--- src/rtl/timer_pkg.sv ---
package timer_pkg;
  localparam int CNT_W  = 16;
  localparam int BYTE_W = 8;
  localparam int NUM_CH = 3;

  typedef enum logic [1:0] {
    MODE_ONESHOT = 2'd0,
    MODE_RATE    = 2'd1,
    MODE_SQUARE  = 2'd2
  } opMode_t;

  typedef enum logic [1:0] {
    ACC_LATCH = 2'd0,
    ACC_LO    = 2'd1,
    ACC_HI    = 2'd2,
    ACC_LOHI  = 2'd3
  } access_t;

  // strobes from a channel's control half to its counting half
  typedef struct packed {
    logic             cfgWr;
    opMode_t          newMode;
    logic             cntWr;
    logic [CNT_W-1:0] cntVal;
  } chanStrobe_t;

  function automatic opMode_t decodeMode(input logic [2:0] code);
    if (code[1:0] == 2'b10)      return MODE_RATE;
    else if (code[1:0] == 2'b11) return MODE_SQUARE;
    else                         return MODE_ONESHOT;
  endfunction
endpackage

--- src/rtl/timer_ctrl.sv ---
module timer_ctrl
  import timer_pkg::*;
#(
  parameter int CW = timer_pkg::CNT_W,
  parameter int BW = timer_pkg::BYTE_W
) (
  input  logic          clk,
  input  logic          rstN,
  input  logic          ctlWr,
  input  logic [4:0]    ctlField,
  input  logic          dataWr,
  input  logic          dataRd,
  input  logic [BW-1:0] wrByte,
  input  logic [CW-1:0] liveCount,
  output logic [BW-1:0] rdByte,
  output opMode_t       mode,
  output chanStrobe_t   strobe
);
  access_t       access;
  access_t       newAccess;
  logic          isLatch;
  logic          isCfg;
  logic          wrHigh;
  logic          rdHigh;
  logic [BW-1:0] lowBuf;
  logic          latchHeld;
  logic [CW-1:0] latchVal;
  logic [CW-1:0] readSrc;

  assign newAccess = access_t'(ctlField[4:3]);
  assign isLatch   = ctlWr && (newAccess == ACC_LATCH);
  assign isCfg     = ctlWr && (newAccess != ACC_LATCH);

  always_ff @(posedge clk or negedge rstN) begin
    if (!rstN) begin
      mode      <= MODE_ONESHOT;
      access    <= ACC_LOHI;
      wrHigh    <= 1'b0;
      rdHigh    <= 1'b0;
      lowBuf    <= '0;
      latchHeld <= 1'b0;
      latchVal  <= '0;
    end else if (isCfg) begin
      mode      <= decodeMode(ctlField[2:0]);
      access    <= newAccess;
      wrHigh    <= 1'b0;
      rdHigh    <= 1'b0;
      latchHeld <= 1'b0;
    end else if (isLatch) begin
      rdHigh <= 1'b0;
      if (!latchHeld) begin
        latchHeld <= 1'b1;
        latchVal  <= liveCount;
      end
    end else begin
      if (dataWr && access == ACC_LOHI) begin
        if (!wrHigh) lowBuf <= wrByte;
        wrHigh <= !wrHigh;
      end
      if (dataRd) begin
        if (access == ACC_LOHI) rdHigh <= !rdHigh;
        if (latchHeld && (access != ACC_LOHI || rdHigh)) latchHeld <= 1'b0;
      end
    end
  end

  always_comb begin
    strobe.cfgWr   = isCfg;
    strobe.newMode = decodeMode(ctlField[2:0]);
    strobe.cntWr   = dataWr && (access != ACC_LOHI || wrHigh);
    case (access)
      ACC_LO:  strobe.cntVal = {{BW{1'b0}}, wrByte};
      ACC_HI:  strobe.cntVal = {wrByte, {BW{1'b0}}};
      default: strobe.cntVal = {wrByte, lowBuf};
    endcase
  end

  assign readSrc = latchHeld ? latchVal : liveCount;
  assign rdByte  = (access == ACC_HI || (access == ACC_LOHI && rdHigh))
                   ? readSrc[CW-1:BW] : readSrc[BW-1:0];
endmodule

--- src/rtl/timer_dp.sv ---
module timer_dp
  import timer_pkg::*;
#(
  parameter int CW = timer_pkg::CNT_W
) (
  input  logic          clk,
  input  logic          rstN,
  input  logic          tickEn,
  input  opMode_t       mode,
  input  chanStrobe_t   strobe,
  output logic [CW-1:0] count,
  output logic          chanOut
);
  localparam int XW = CW + 1;
  localparam logic [XW-1:0] MAX_DIV = XW'(1) << CW;
  localparam logic [XW-1:0] ONE     = XW'(1);
  localparam logic [XW-1:0] TWO     = XW'(2);

  logic [XW-1:0] cnt;
  logic [XW-1:0] reloadVal;
  logic [XW-1:0] fullN;
  logic [XW-1:0] squareLoad;
  logic [XW-1:0] squareFlip;
  logic          running;
  logic          pending;
  logic          restart;
  logic          outQ;

  assign fullN   = (strobe.cntVal == '0) ? MAX_DIV : {1'b0, strobe.cntVal};
  assign restart = strobe.cntWr && (mode == MODE_ONESHOT || !running);
  // first (high) phase of a square wave: one extra count when N is odd
  assign squareLoad = reloadVal[0] ? reloadVal + ONE : reloadVal;
  // reload at a square-wave phase flip: short low phase, long high phase
  assign squareFlip = !reloadVal[0] ? reloadVal
                    : (outQ ? reloadVal - ONE : reloadVal + ONE);

  always_ff @(posedge clk or negedge rstN) begin
    if (!rstN) begin
      cnt       <= '0;
      reloadVal <= MAX_DIV;
      running   <= 1'b0;
      pending   <= 1'b0;
      outQ      <= 1'b0;
    end else if (strobe.cfgWr) begin
      running <= 1'b0;
      pending <= 1'b0;
      outQ    <= (strobe.newMode != MODE_ONESHOT);
    end else begin
      if (strobe.cntWr) reloadVal <= fullN;
      if (restart) begin
        pending <= 1'b1;
        running <= 1'b0;
        if (mode == MODE_ONESHOT) outQ <= 1'b0;
      end else if (tickEn) begin
        if (pending) begin
          pending <= 1'b0;
          running <= 1'b1;
          cnt     <= (mode == MODE_SQUARE) ? squareLoad : reloadVal;
          outQ    <= (mode != MODE_ONESHOT);
        end else if (running) begin
          case (mode)
            MODE_RATE: begin
              if (cnt == ONE) begin
                cnt  <= reloadVal;
                outQ <= 1'b1;
              end else begin
                cnt <= cnt - ONE;
                if (cnt == TWO) outQ <= 1'b0;
              end
            end
            MODE_SQUARE: begin
              if (cnt <= TWO) begin
                outQ <= !outQ;
                cnt  <= squareFlip;
              end else begin
                cnt <= cnt - TWO;
              end
            end
            default: begin
              cnt <= (cnt == '0) ? (MAX_DIV - ONE) : cnt - ONE;
              if (cnt == ONE) outQ <= 1'b1;
            end
          endcase
        end
      end
    end
  end

  assign count   = cnt[CW-1:0];
  assign chanOut = outQ;
endmodule

--- src/rtl/interval_timer3.sv ---
module interval_timer3
  import timer_pkg::*;
#(
  parameter int NCH    = timer_pkg::NUM_CH,
  parameter int CW     = timer_pkg::CNT_W,
  parameter int BW     = timer_pkg::BYTE_W,
  parameter int ADDR_W = 2
) (
  input  logic              clk,
  input  logic              rstN,
  input  logic              tickEn,
  input  logic [ADDR_W-1:0] busAddr,
  input  logic              busWrEn,
  input  logic              busRdEn,
  input  logic [BW-1:0]     busWrData,
  output logic [BW-1:0]     busRdData,
  output logic [NCH-1:0]    chanOut
);
  localparam logic [ADDR_W-1:0] CTL_ADDR = ADDR_W'(NCH);

  logic          ctlSel;
  logic          unusedBcd;
  logic [BW-1:0] chRd [NCH];

  assign ctlSel    = busWrEn && (busAddr == CTL_ADDR);
  assign unusedBcd = busWrData[0];

  for (genvar i = 0; i < NCH; i++) begin : g_ch
    opMode_t       mode;
    chanStrobe_t   strobe;
    logic [CW-1:0] count;

    timer_ctrl #(.CW(CW), .BW(BW)) u_ctrl (
      .clk      (clk),
      .rstN     (rstN),
      .ctlWr    (ctlSel && (busWrData[7:6] == 2'(i))),
      .ctlField (busWrData[5:1]),
      .dataWr   (busWrEn && (busAddr == ADDR_W'(i))),
      .dataRd   (busRdEn && (busAddr == ADDR_W'(i))),
      .wrByte   (busWrData),
      .liveCount(count),
      .rdByte   (chRd[i]),
      .mode     (mode),
      .strobe   (strobe)
    );

    timer_dp #(.CW(CW)) u_dp (
      .clk    (clk),
      .rstN   (rstN),
      .tickEn (tickEn),
      .mode   (mode),
      .strobe (strobe),
      .count  (count),
      .chanOut(chanOut[i])
    );
  end

  always_comb begin
    busRdData = '0;
    for (int i = 0; i < NCH; i++)
      if (busAddr == ADDR_W'(i)) busRdData = chRd[i];
  end
endmodule

--- config.mk ---
export PLATFORM = sky130hd
export DESIGN_NAME = interval_timer3
export DESIGN_NICKNAME = d
export VERILOG_FILES = /design/src/rtl/timer_pkg.sv /design/src/rtl/timer_ctrl.sv /design/src/rtl/timer_dp.sv /design/src/rtl/interval_timer3.sv
export SDC_FILE = /design/constraint.sdc
export NUM_CORES = 1
export LEC_CHECK = 0
export BUFFER_PORTS_ARGS = -buffer_cell sky130_fd_sc_hd__buf_4
export CAP_MARGIN = 20
export CORE_ASPECT_RATIO = 0.5
export CORE_MARGIN = 2
export CORE_UTILIZATION = 60
export DETAILED_ROUTE_END_ITERATION = 16
export HOLD_SLACK_MARGIN = 0.02
export PLACE_DENSITY = 0.73
export RECOVER_POWER = 50
export SLEW_MARGIN = 20
export SYNTH_ARGS = -nofsm -noshare
export SYNTH_HDL_FRONTEND = slang
export SYNTH_SLANG_ARGS = --single-unit
--- constraint.sdc ---
create_clock -name clk -period 3.4 [get_ports clk]
set_input_delay 0.68 -clock clk [delete_from_list [all_inputs] [get_ports clk]]
set_output_delay 0.68 -clock clk [all_outputs]
set_load 0.02 [all_outputs]
==> results of run 1 <==
[worst min path at each step]
stage | startpoint | endpoint | slack [ps]
final | busWrData[4] | g_ch[2].u_dp.reloadVal[12] | 430
after global routing | busWrData[4] | g_ch[2].u_dp.reloadVal[12] | 420
after CTS | rstN | g_ch[2].u_dp.cnt[12] | 180
after detailed placement | g_ch[1].u_ctrl.latchVal[1] | g_ch[1].u_ctrl.latchVal[1] | 470
after global placement | g_ch[1].u_ctrl.latchVal[1] | g_ch[1].u_ctrl.latchVal[1] | 460
after floorplan | rstN | g_ch[0].u_ctrl.latchHeld | 380
[power by group through the flow]
stage / Sequential, mW / Combinational [mW] / Clock [mW]
floorplan: 3.71 / 5.70 / 0
global placement: 4.79 / 6.67 / 0
detailed placement: 4.83 / 6.82 / 0
CTS: 4.80 / 6.89 / 2.42
global route: 4.99 / 7.60 / 2.53
finish: 4.87 / 7.05 / 2.40
[registers in the layout, summed over array words and instances (netlist names), 6 cells and up]
signal                cells
g_ch.u_dp.cnt            51
g_ch.u_dp.reloadVal      51
g_ch.u_ctrl.latchVal     48
g_ch.u_ctrl.lowBuf       24
g_ch.u_ctrl.access        6
g_ch.u_ctrl.mode          6
[what timing repair did]
action | CTS | global route
setup buffers | 2 | 2
resized for setup | 4 | 2
pin swaps | 0 | 0
setup endpoints to repair | 8 | 2
[per-stage QoR]
step | cells | setup WS (ps)
final | 2263 | 72.6
after detailed placement | 2222 | 392
after global routing | 2263 | 1.76
after CTS | 2261 | 2.56
after global placement | 2222 | 413
after floorplan | 1952 | 508
[cells in the final DEF (no fill, tap or decap), types with 23 or more instances in the layout]
cell     instances
xnor2_1         99
a22o_1          28
a31oi_1         23
nand4_1         28
inv_1           46
ha_1            42
nand2_1        216
o21ai_0        133
buf_4          104
nor4_1          35
a21oi_1        105
mux4_2          24
nor2_1         154
nor3_1          62
mux2_2          75
dfrtp_1        195
xor2_1          71
nand3_1         79
[area by class of cell]
cell class / instances / area (um2)
well taps: 352 / 440
clock inverters: 10 / 93.8
fillers: 2232 / 9050
multi-input cells: 1512 / 10200
inverters: 48 / 180
flip-flops and latches: 204 / 5120
clock buffers: 27 / 598
repair buffers: 110 / 827
[kinds of logic after synthesis]
group	count (synthesis)	synth area share (%)
compound gates	477	19.2
mux	123	10.0
xor+xnor	170	9.16
buf+inv	236	5.71
flops	204	31.5
fa+ha+maj	42	3.23
simple gates	700	21.2
[critical path: cells and delay by family, from the launching register on]
| kind | cells | cell delay [ps] |
|---|---|---|
| flip-flops | 1 | 560 |
| AO/OA/AOI/OAI | 2 | 320 |
| adder cells (fa/ha/maj) | 1 | 230 |
| buffers and inverters | 2 | 210 |
| multiplexers | 2 | 790 |
[layer usage]
| layer | track usage, % | routed length, um | share of wire [%] |
|---|---|---|---|
| met5 | 0 | 0 | 0 |
| met4 | 14.3 | 2020 | 3.8 |
| met3 | 5.71 | 4870 | 9.2 |
| met2 | 59.7 | 24500 | 46 |
| met1 | 51.1 | 21700 | 41 |
==> metrics, run 1 <==
top cells by count, synth=nand2_1 (216), dfrtp_1 (195), nor2_1 (154); pin count of the biggest net entering global routing=71; CP Max Fanout=4; max-slew violations=71; post-DP HPWL=38700 um; number of port buffers=25; Final Hold Slack=425 ps; sw frac=46.7%; crit path launch type=flop; Netlist cell types=86; CP startpoint=g_ch[0].u_ctrl.access[0]; ant diodes=0; clk sinks=204; Die Y=120 um; Top Ports=26; ys flop type=dfrtp_1; first-pass GRT wire length=83600 um; Yosys warning total=0; clock power share=16.7%; FF-to-FF path depth=9; hold_buf cts=0; hold path cells=2; Net Switching=6.69 mW; synthesized instance count=1952; final instance area=17500 um2; worst vdd rail ir drop=0.000638 V; Flop pwr share=34.0%; Seq/Total Area, Yosys=31.5%; Post-Syn Area=16300 um2; Slew @ Worst Pin=2000 ps; logic gate share of total power=49.3%; count leader, synth=nand2_1; gr ovfl total=0; worst path required time=2720 ps; Final Setup Violations=0; htree depth=1; worst clock skew=11.8 ps; Cell Int Power=7.63 mW; failing checks=max-capacitance violations, max-slew violations; Routed WL=53000 um; drt initial violations=1908; Layout area overhead=7.57%; Num CTS Buffers=21; drc violations=0; Overall Global Routing Usage=37.2%; unrepaired setup endpoints after global routing=no; vias per cell=6.95; R2R setup slack=340 ps; number of synthesized flops with an enable pin=0; Lkg Pwr=7.13 nW; CP max stage delay=570 ps; Placer Congestion=0.991; Critical Path Slowest Stage Cell=mux4_2; Tot Pwr=14.3 mW; post-DR wirelength/cell=23.4 um; Tmin final=3330 ps; Max Buffers Root-to-Sink=3; kind of critical path=reg -> out; clock root buffer=clkbuf_16; via count=15.7k; Crit Reg-Reg Startpoint=g_ch[2].u_dp.cnt[1]; ranking of synthesized cells by area=dfrtp_1 (30%), xnor2_1 (5.3%), mux2_2 (5.2%), nand2_1 (5.0%), o21ai_0 (4.2%); FF-to-FF End=g_ch[2].u_dp.cnt[9]; crit path DAT=2650 ps; status=complete, but fails checks; Initial Util=61.3%; vias in the first global route=15.0k; placed cell area=16800 um2; Net Count, Synth=2009; row cnt=42; clk_lat worst skew=520 ps; period utilisation layout=97.9%; Final Hold Viols=0; Critical Path End Type=output pin; CTS clk-pin slew, worst paths=70 ps; Max Cap Violations=1; CTS tree=done; ANT nets after route=0; Placeable Area=26500 um2; post-synthesis area per instance=8.33 um2; Max Fclk=301 MHz; Slew HR=-33.4%; Yosys reg bits=204; worst setup path endpoint=busRdData[1]; area leader, netlist=dfrtp_1; Die X=237 um; CP Cell Sequence=inv_1 > ha_1 > a21oi_2 > mux4_2 > mux2i_2 > o21ai_1 > buf_4; share of the synthesized area in the top cell type=30.0%; Finished Core Util=65.9%; layout net count=1954; setup_tns=0 ps; worst hold-check path type=in -> reg; Pre-Repair DR Iteration Count=6; Pwr Density=819 nW/um2; Async SR Flop Fraction=100%; layout cells sized above 1=14.9%; die footprint=28500 um2; antenna violations before repair=0
(Power assumes the default switching activity.)
==> run 2: changes to the inputs <==
--- a/config.mk
+++ b/config.mk
@@ -12,7 +12,7 @@
 export CORE_UTILIZATION = 60
 export DETAILED_ROUTE_END_ITERATION = 16
 export HOLD_SLACK_MARGIN = 0.02
-export PLACE_DENSITY = 0.73
+export PLACE_DENSITY = 0.77
 export RECOVER_POWER = 50
 export SLEW_MARGIN = 20
 export SYNTH_ARGS = -nofsm -noshare
==> metrics, run 2 (synthesis results as in run 1) <==
status=complete, but fails checks; failing checks=max-capacitance violations, max-slew violations; Crit Reg-Reg Startpoint=g_ch[2].u_dp.cnt[1]; Tmin final=3330 ps; kind of critical path=reg -> out; dpl cells=2222; CP Max Fanout=4; CP Cell Sequence=inv_1 > ha_2 > a21oi_1 > buf_4 > mux4_2 > mux2i_2 > o21ai_1 > buf_4; worst clock skew=24.4 ps; multi-input logic area=10200 um2; commonest non-fill, non-tap cell in the layout=nand2_1; drc violations=0; clock root buffer=clkbuf_16; fill count=2211; CTS tree=done; Slew @ Worst Pin=1940 ps; max-slew violations=69; worst vdd rail ir drop=0.000522 V; Critical Path End Type=output pin; Max Cap Violations=1; ANT nets after route=0; vias in the first global route=14.6k; Die X=237 um; antenna violations before repair=0; Layout Cells excl Fill=2261; row cnt=42; htree depth=1; crit-path most repeated cell=buf_4; placed cell area=16800 um2; Top Ports=26; crit path DAT=2650 ps; Max Fclk=300 MHz; Final Setup Violations=0; FF+latch area=5120 um2; FF-to-FF End=g_ch[2].u_dp.cnt[12]; final instance area=17600 um2; Placeable Area=26500 um2; Initial Util=61.3%; Final Hold Viols=0; Pwr Density=818 nW/um2; number of port buffers=25; Layout area overhead=7.96%; CTS clk-pin slew, worst paths=60 ps; Routed WL=49900 um; worst hold-check path type=reg -> reg; vias per cell=6.81; Num CTS Buffers=21; clk sinks=204; via count=15.4k; layout net count=1952; period utilisation layout=97.9%; most frequent cells in the layout=nand2_1 (216), dfrtp_1 (195), nor2_1 (154); post-DP HPWL=35700 um; CP startpoint=g_ch[1].u_ctrl.access[0]; largest registers=g_ch.u_dp.cnt: 51 flops, g_ch.u_dp.reloadVal: 51 flops, g_ch.u_ctrl.latchVal: 48 flops; R2R setup slack=300 ps; clk_lat worst skew=530 ps; Critical Path Slowest Stage Cell=dfstp_2; pin count of the biggest net entering global routing=71; post-DR wirelength/cell=22.1 um; ant diodes=0; crit path launch type=flop; Slew HR=-29.4%; Die Y=120 um; fin worst setup slack=71.6 ps; worst setup path endpoint=busRdData[1]; worst path required time=2720 ps; Finished Core Util=66.1%; layout cells sized above 1=14.6%; Overall Global Routing Usage=34.8%; gr ovfl total=0; Placer Congestion=0.970; CP max stage delay=560 ps; drt initial violations=2002; Lkg Pwr=7.17 nW; Pre-Repair DR Iteration Count=6; Max Buffers Root-to-Sink=3; die footprint=28500 um2; hold_buf cts=0; first-pass GRT wire length=79200 um; FF-to-FF path depth=9; dpl ws=434 ps
[run 2: worst min path at each step]
stage / start / endpoint / slack, ps / depth (start not counted)
after floorplan: rstN / g_ch[0].u_ctrl.latchHeld / 380 / 0
after global placement: g_ch[2].u_ctrl.latchVal[0] / g_ch[2].u_ctrl.latchVal[0] / 460 / 2
after detailed placement: g_ch[2].u_ctrl.latchVal[0] / g_ch[2].u_ctrl.latchVal[0] / 470 / 2
final: g_ch[2].u_ctrl.latchVal[0] / g_ch[2].u_ctrl.latchVal[0] / 480 / 2
after global routing: g_ch[2].u_ctrl.latchVal[0] / g_ch[2].u_ctrl.latchVal[0] / 510 / 2
after CTS: rstN / g_ch[2].u_dp.cnt[11] / 130 / 1
[run 2: metal layers]
| layer | wire [um] | GRT usage, % | vias up |
|---|---|---|---|
| met5 | 0 | 0 | - |
| met4 | 2080 | 14.3 | 0 |
| met3 | 4620 | 5.68 | 174 |
| met2 | 22800 | 56.0 | 875 |
| met1 | 20400 | 47.2 | 7426 |
| li1 | - | - | 6923 |
[run 2: layout make-up]
| class | count | share of cell area (%) |
|---|---|---|
| clock buffer | 28 | 3.37 |
| timing repair buffer | 108 | 4.76 |
| multi-input combinational | 1512 | 58.3 |
| tap | 352 | 2.51 |
| clock inverter | 9 | 0.863 |
| inverter | 48 | 1.03 |
| sequential | 204 | 29.2 |
[run 2: report_power, final]
part	internal, mW	switching, mW
registers	3.26	1.47
logic	3.05	4.00
clock network	1.53	1.05
[run 2: critical path, delay by kind of cell (launching register included)]
family                     cells  cell delay [ps]
DFF                            1              560
muxes                          2              750
adders and majority gates      1              200
buffers and inverters          3              400
AOI/OAI and AO/OA              2              220
[run 2: metrics by stage]
stage | hold WS [ps] | total power [mW] | setup TNS (ps)
after floorplan | 384 | 9.41 | 0
after global placement | 460 | 11.4 | 0
after detailed placement | 470 | 11.5 | 0
after CTS | 128 | 14.1 | 0
after global routing | 506 | 15.2 | -4.31
final | 480 | 14.4 | 0
[run 2: what timing repair did]
| action | CTS | global route |
|---|---|---|
| setup buffers | 1 | 1 |
| gates resized for setup | 3 | 2 |
| setup endpoints to repair | 5 | 4 |
| pin swaps | 0 | 0 |
